### src/rtl/tt_pkg.sv
package tt_pkg;
  localparam int LVL_W       = 3;
  localparam int CMD_W       = 3;
  localparam int CMD_LIVE    = 0;
  localparam int CMD_RUN     = 2;
  localparam int IC_EN_BIT   = 3;
  localparam int IC_PEND_BIT = 7;
  localparam int TALLY_LSB   = 4;

  typedef enum logic [1:0] {
    SEL_PRELOAD = 2'd0,
    SEL_COUNT   = 2'd1,
    SEL_CTRL    = 2'd2,
    SEL_INTCTL  = 2'd3
  } reg_sel_e;
endpackage

### src/rtl/tt_regs.sv
module tt_regs
  import tt_pkg::*;
#(
  parameter int CNT_W = 16
) (
  input  logic             clk,
  input  logic             rst_n,
  input  logic             wr_en,
  input  logic [1:0]       addr,
  input  logic [CNT_W-1:0] wr_data,
  output logic [CNT_W-1:0] preload,
  output logic [CMD_W-1:0] cmd,
  output logic             int_en,
  output logic [LVL_W-1:0] int_lvl,
  output logic             cnt_wr,
  output logic             ack
);
  logic             pre_ld, cmd_ld, ic_ld;
  logic [CNT_W-1:0] preload_d;
  logic [CMD_W-1:0] cmd_d;
  logic             en_d;
  logic [LVL_W-1:0] lvl_d;

  always_comb begin
    pre_ld    = wr_en && (addr == SEL_PRELOAD);
    cnt_wr    = wr_en && (addr == SEL_COUNT);
    cmd_ld    = wr_en && (addr == SEL_CTRL);
    ic_ld     = wr_en && (addr == SEL_INTCTL);
    ack       = ic_ld && wr_data[IC_PEND_BIT];
    preload_d = pre_ld ? wr_data : preload;
    cmd_d     = cmd_ld ? wr_data[CMD_W-1:0] : cmd;
    en_d      = ic_ld ? wr_data[IC_EN_BIT] : int_en;
    lvl_d     = ic_ld ? wr_data[LVL_W-1:0] : int_lvl;
  end

  always_ff @(posedge clk or negedge rst_n) begin
    if (!rst_n) begin
      preload <= '0;
      cmd     <= '0;
      int_en  <= 1'b0;
      int_lvl <= '0;
    end else begin
      preload <= preload_d;
      cmd     <= cmd_d;
      int_en  <= en_d;
      int_lvl <= lvl_d;
    end
  end

  assert_cmd_store_R2: assert property (@(posedge clk) disable iff (!rst_n)
    (wr_en && addr == SEL_CTRL) |=> cmd == $past(wr_data[CMD_W-1:0]));
endmodule

### src/rtl/tt_counter.sv
module tt_counter
  import tt_pkg::*;
#(
  parameter int CNT_W   = 16,
  parameter int TALLY_W = 4
) (
  input  logic               clk,
  input  logic               rst_n,
  input  logic               tick,
  input  logic [CMD_W-1:0]   cmd,
  input  logic [CNT_W-1:0]   preload,
  input  logic               cnt_wr,
  input  logic [CNT_W-1:0]   wr_data,
  output logic [CNT_W-1:0]   count,
  output logic [TALLY_W-1:0] tally,
  output logic               wrap
);
  localparam logic [CNT_W-1:0]   CNT_TOP   = '1;
  localparam logic [TALLY_W-1:0] TALLY_MAX = '1;

  logic               live, run, step;
  logic [CNT_W-1:0]   count_d;
  logic [TALLY_W-1:0] tally_d;

  always_comb begin
    live    = cmd[CMD_LIVE];
    run     = live && cmd[CMD_RUN];
    step    = run && tick && !cnt_wr;
    wrap    = step && (count == CNT_TOP);
    count_d = count;
    tally_d = tally;
    if (!live) begin
      count_d = preload;
      tally_d = '0;
    end else if (cnt_wr) begin
      count_d = wr_data;
    end else if (step) begin
      if (wrap) begin
        count_d = preload;
        if (tally != TALLY_MAX) tally_d = tally + 1'b1;
      end else begin
        count_d = count + 1'b1;
      end
    end
  end

  always_ff @(posedge clk or negedge rst_n) begin
    if (!rst_n) begin
      count <= '0;
      tally <= '0;
    end else begin
      count <= count_d;
      tally <= tally_d;
    end
  end

  assert_clear_forces_R3: assert property (@(posedge clk) disable iff (!rst_n)
    !cmd[CMD_LIVE] |=> (count == $past(preload)) && (tally == '0));
  assert_hold_when_stopped_R5: assert property (@(posedge clk) disable iff (!rst_n)
    (cmd[CMD_LIVE] && !cmd[CMD_RUN] && !cnt_wr) |=> $stable(count) && $stable(tally));
  assert_tally_saturates_R6: assert property (@(posedge clk) disable iff (!rst_n)
    (tally == TALLY_MAX && cmd[CMD_LIVE]) |=> tally == TALLY_MAX);
  assert_write_wins_R9: assert property (@(posedge clk) disable iff (!rst_n)
    (cnt_wr && cmd[CMD_LIVE]) |=> count == $past(wr_data));
endmodule

### src/rtl/tt_irq.sv
module tt_irq
  import tt_pkg::*;
(
  input  logic             clk,
  input  logic             rst_n,
  input  logic             wrap,
  input  logic             ack,
  input  logic             int_en,
  input  logic [LVL_W-1:0] int_lvl,
  output logic             pend,
  output logic             irq,
  output logic [LVL_W-1:0] irq_level
);
  logic pend_d;

  always_comb begin
    pend_d    = wrap ? 1'b1 : (ack ? 1'b0 : pend);
    irq       = pend && int_en && (int_lvl != '0);
    irq_level = irq ? int_lvl : '0;
  end

  always_ff @(posedge clk or negedge rst_n) begin
    if (!rst_n) pend <= 1'b0;
    else        pend <= pend_d;
  end

  assert_wrap_sets_pend_R6: assert property (@(posedge clk) disable iff (!rst_n)
    wrap |=> pend);
  assert_ack_clears_R7: assert property (@(posedge clk) disable iff (!rst_n)
    (ack && !wrap) |=> !pend);
  assert_idle_level_R8: assert property (@(posedge clk) disable iff (!rst_n)
    !irq |-> irq_level == '0);
endmodule

### src/rtl/tick_timer.sv
module tick_timer
  import tt_pkg::*;
#(
  parameter int CNT_W   = 16,
  parameter int TALLY_W = 4
) (
  input  logic             clk,
  input  logic             rst_n,
  input  logic             tick,
  input  logic             wr_en,
  input  logic [1:0]       addr,
  input  logic [CNT_W-1:0] wr_data,
  output logic [CNT_W-1:0] rd_data,
  output logic             irq,
  output logic [LVL_W-1:0] irq_level
);
  logic [CNT_W-1:0]   preload, count;
  logic [CMD_W-1:0]   cmd;
  logic               int_en, cnt_wr, ack, wrap, pend;
  logic [LVL_W-1:0]   int_lvl;
  logic [TALLY_W-1:0] tally;

  tt_regs #(.CNT_W(CNT_W)) u_regs (
    .clk(clk), .rst_n(rst_n), .wr_en(wr_en), .addr(addr), .wr_data(wr_data),
    .preload(preload), .cmd(cmd), .int_en(int_en), .int_lvl(int_lvl),
    .cnt_wr(cnt_wr), .ack(ack)
  );

  tt_counter #(.CNT_W(CNT_W), .TALLY_W(TALLY_W)) u_counter (
    .clk(clk), .rst_n(rst_n), .tick(tick), .cmd(cmd), .preload(preload),
    .cnt_wr(cnt_wr), .wr_data(wr_data), .count(count), .tally(tally), .wrap(wrap)
  );

  tt_irq u_irq (
    .clk(clk), .rst_n(rst_n), .wrap(wrap), .ack(ack), .int_en(int_en),
    .int_lvl(int_lvl), .pend(pend), .irq(irq), .irq_level(irq_level)
  );

  always_comb begin
    rd_data = '0;
    case (addr)
      SEL_PRELOAD: rd_data = preload;
      SEL_COUNT:   rd_data = count;
      SEL_CTRL: begin
        rd_data[CMD_W-1:0]            = cmd;
        rd_data[TALLY_LSB +: TALLY_W] = tally;
      end
      default: begin
        rd_data[LVL_W-1:0]  = int_lvl;
        rd_data[IC_EN_BIT]  = int_en;
        rd_data[IC_PEND_BIT] = pend;
      end
    endcase
  end

  assert_irq_needs_level_R8: assert property (@(posedge clk) disable iff (!rst_n)
    irq |-> (irq_level != '0) && (rd_data[IC_PEND_BIT] || addr != SEL_INTCTL));
  assert_run_increments_R4: assert property (@(posedge clk) disable iff (!rst_n)
    (tick && !wr_en && cmd == 3'b111 && count != '1) |=> count == $past(count) + 1'b1);
endmodule

### config.mk
export PLATFORM = sky130hd
export DESIGN_NAME = tick_timer
export DESIGN_NICKNAME = d
export VERILOG_FILES = /design/src/rtl/tt_pkg.sv /design/src/rtl/tt_regs.sv /design/src/rtl/tt_counter.sv /design/src/rtl/tt_irq.sv /design/src/rtl/tick_timer.sv
export SDC_FILE = /design/constraint.sdc
export NUM_CORES = 1
export LEC_CHECK = 0
export BUFFER_PORTS_ARGS = -buffer_cell sky130_fd_sc_hd__buf_2
export CORE_ASPECT_RATIO = 0.9
export CORE_MARGIN = 5
export CORE_UTILIZATION = 57
export DETAILED_ROUTE_END_ITERATION = 16
export PLACE_DENSITY = 0.8
export RECOVER_POWER = 100
export SLEW_MARGIN = 20
export SYNTH_ARGS = -nofsm -noshare
export SYNTH_HDL_FRONTEND = slang
export SYNTH_SLANG_ARGS = --single-unit
### constraint.sdc
create_clock -name clk -period 2.56 [get_ports clk]
set_input_delay 0.128 -clock clk [delete_from_list [all_inputs] [get_ports clk]]
set_output_delay 0.128 -clock clk [all_outputs]
set_load 0.02 [all_outputs]
==> impl_metrics.env <==
export IMPL_arrival_ns=2.49
export IMPL_synth_top_cell_by_area="dfrtp_1"
export IMPL_synth_area_leaders="dfrtp_1, mux2_2, mux2i_1"
export IMPL_cap_viol_max_count=0
export IMPL_vias_per_cell=6.210
export IMPL_skew_ns=0.008318
export IMPL_root_buffer="clkbuf_8"
export IMPL_n_antenna_cell=0
export IMPL_fin_cells=386
export IMPL_clockPowerShare=0.180
export IMPL_cp_slowest_cell="clkbuf_1"
export IMPL_wl_per_cell_microns=18.79
export IMPL_syn_inst=280
export IMPL_drc=0
export IMPL_ir_drop_mv=0.4199
export IMPL_hold_viol=0
export IMPL_grt_first_pass_wirelength_microns=12260
export IMPL_post_cts_setup_buffers=0
export IMPL_p_comb_frac=0.348
export IMPL_max_freq_mhz=433.0
export IMPL_synth_nets=304
export IMPL_drtPass1Iterations=4
export IMPL_critical_path_required_ns=2.74
export IMPL_start_util=0.5783
export IMPL_final_setup_viol_count=0
export IMPL_worst_slew_pin_slew_ns=1.423
export IMPL_placed_cell_area_sq_um=3018
export IMPL_powerDensity_nw_per_um2=754.5
export IMPL_synthTopCellsByCount="dfrtp_1, nand2_1, mux2_2, nor2_1, nand3_1"
export IMPL_cts_resized_gates=0
export IMPL_ys_seq_area_frac=0.4013
export IMPL_seq_power_share=0.473
export IMPL_htree_levels=2
export IMPL_p_int_mw=1.403
export IMPL_synthArstFlopShare=1.000
export IMPL_min_period_ns=2.309
export IMPL_ys_types=58
export IMPL_synth_area_sq_um=2744
export IMPL_clock_sinks=44
export IMPL_placed_cells=378
export IMPL_rsz0062_at_grt="false"
export IMPL_crit_fanout=23
export IMPL_cp_cell_sequence="clkbuf_1, and3b_1, clkbuf_2, nor2_1, a21oi_1, a311oi_1, a221o_1"
export IMPL_cts_made_buffers=5
export IMPL_ys_flop_type="dfrtp_1"
export IMPL_drt_wl_total_microns=7252
export IMPL_grt_usage=0.2449
export IMPL_slew_violations=0
export IMPL_core_area_sq_um=4745
export IMPL_antenna_found_initial=0
export IMPL_ys_warn_count=0
export IMPL_dieArea_sq_um=6303
export IMPL_cts_buffer_depth=2
export IMPL_fin_area_sq_um=3057
export IMPL_synth_edff_count=0
export IMPL_hp_class="in -> reg"
export IMPL_leakage_nw=1.294
export IMPL_synth_most_common_cell="dfrtp_1"
export IMPL_maxSlewHeadroom=0.05120
export IMPL_avgSynthCellArea_sq_um=9.800
export IMPL_die_x_microns=83.14
export IMPL_syn_to_final_growth_pct=11.40
export IMPL_slowest_delay_ns=1.01
export IMPL_cp_start_kind="input port"
export IMPL_swShare=0.3916
export IMPL_synth_seq_cells=44
export IMPL_power_switching_uw=903.1
export IMPL_final_setup_tns_ns=0
export IMPL_path_clk_slew_ns=0.08
export IMPL_rows=24
export IMPL_nNetsFinal=345
export IMPL_portBuffers=41
export IMPL_total_power_mw=2.306
export IMPL_die_h_microns=75.82
export IMPL_synth_top_area_frac=0.4013
export IMPL_grt_max_degree=45
export IMPL_first_iter_violations=251
export IMPL_clk_latency_ns=0.29
export IMPL_period_share=0.9021
export IMPL_first_global_vias=2455
export IMPL_tritoncts="done"
export IMPL_criticalPathCategory="in -> reg"
export IMPL_drive_gt1_frac=0.1994
export IMPL_cp_end_kind="flip-flop"
export IMPL_pin_count=42
export IMPL_dp_hpwl_microns=4971
export IMPL_gp_congestion=0.8471
export IMPL_ant_nets=0
export IMPL_vias=2397
export IMPL_status="completed"
export IMPL_grt_overflow=0
sequential cells by signal, summed over array words and instances, names as in the netlist:
register and count:
u_regs.preload 16, u_counter.count 16, u_regs.int_lvl 3, u_irq.pend 1, u_counter.tally 4, u_regs.int_en 1
u_regs.cmd 3
critical path, delay by kind of cell:
family / cells / cell delay [ns]
AOI/OAI and AO/OA: 3 / 0.53
buffers and inverters: 2 / 1.40
and+or+nand+nor: 2 / 0.43
worst paths after layout:
kind | from | to | slack, ns | depth (start not counted)
setup / recovery | addr[0] | u_counter.count[4]$_DFFE_PN0P_ | 0.25 | 7
hold / removal | wr_data[6] | u_regs.preload[6]$_DFFE_PN0P_ | 0.07 | 3
setup reg to reg | u_counter.count[0]$_DFFE_PN0P_ | u_counter.count[3]$_DFFE_PN0P_ | 0.27 | 6
hold reg to reg | u_regs.preload[8]$_DFFE_PN0P_ | u_counter.count[8]$_DFFE_PN0P_ | 0.54 | 1
max in group asynchronous | rst_n | u_regs.int_en$_DFFE_PN0N_ | 1.30 | 2
min in group asynchronous | rst_n | u_regs.preload[8]$_DFFE_PN0P_ | 0.58 | 2
per-stage QoR:
| stage | util | worst slack (ns) | hold WS, ns |
|---|---|---|---|
| floorplan | - | 0.7153 | -0.1676 |
| global placement | 0.6361 | 0.5560 | 0.3432 |
| detailed placement | 0.6361 | 0.4239 | 0.3492 |
| CTS | 0.6524 | 0.3795 | 0.03758 |
| global route | 0.6443 | 0.1147 | 0.07411 |
| finish | 0.6443 | 0.2507 | 0.07214 |
power by group through the flow:
| stage | registers, mW | logic, mW | clock network, mW |
|---|---|---|---|
| finish | 1.09 | 0.802 | 0.414 |
| global route | 1.12 | 0.888 | 0.457 |
| CTS | 1.08 | 0.820 | 0.417 |
| detailed placement | 1.10 | 0.813 | 0 |
| global placement | 1.09 | 0.793 | 0 |
| floorplan | 1.03 | 0.614 | 0 |
what timing repair did:
item	4_1_cts	5_1_grt
setup endpoints to repair	0	0
hold buffers	0	1
hold endpoints to repair	0	44
area by class of cell:
cell class / instances / area (sq um)
Clock buffer: 6 / 72.57
Sequential cell: 44 / 1101
Inverter: 9 / 33.78
Fill cell: 432 / 1688
Clock inverter: 1 / 5.005
Multi-Input combinational cell: 212 / 1528
Tap cell: 65 / 81.33
Timing Repair Buffer: 49 / 235.2
placed cells by master, fill, tap and decap left out, drive strengths merged, types with 2 or more instances in the layout:
cell     instances
a22oi            2
nand4            6
ha               2
o311ai           2
and3             4
o211ai           4
nand3           15
mux2i           12
clkbuf          30
dfrtp           44
nor3             3
mux2            23
o21ai           18
buf             24
mux4             4
nand3b           2
nor3b            2
and2             3
nor2            23
a22o             5
or3              3
xor2             3
a21o             2
a221o            3
inv              9
o2bb2ai          2
a21oi           13
nor4             2
o31ai            3
xnor2            3
a31oi            6
or4              2
nand2           27
cells by family after synthesis:
family,Yosys count,share of synthesized area
fa+ha+maj,2,0.009118
simple gates,95,0.1851
mux,39,0.1710
buf+inv,24,0.03602
compound gates,70,0.1783
xor+xnor,6,0.01916
flops,44,0.4013
layer usage:
| layer | vias up | track usage | routed length (microns) |
|---|---|---|---|
| met5 | - | 0 | 0 |
| met2 | 105 | 0.4101 | 3471 |
| met1 | 1151 | 0.3304 | 3141 |
| met3 | 8 | 0.04649 | 570 |
| met4 | 0 | 0.07260 | 68 |
| li1 | 1133 | - | - |
No activity file was read; power rests on OpenSTA's default activity.
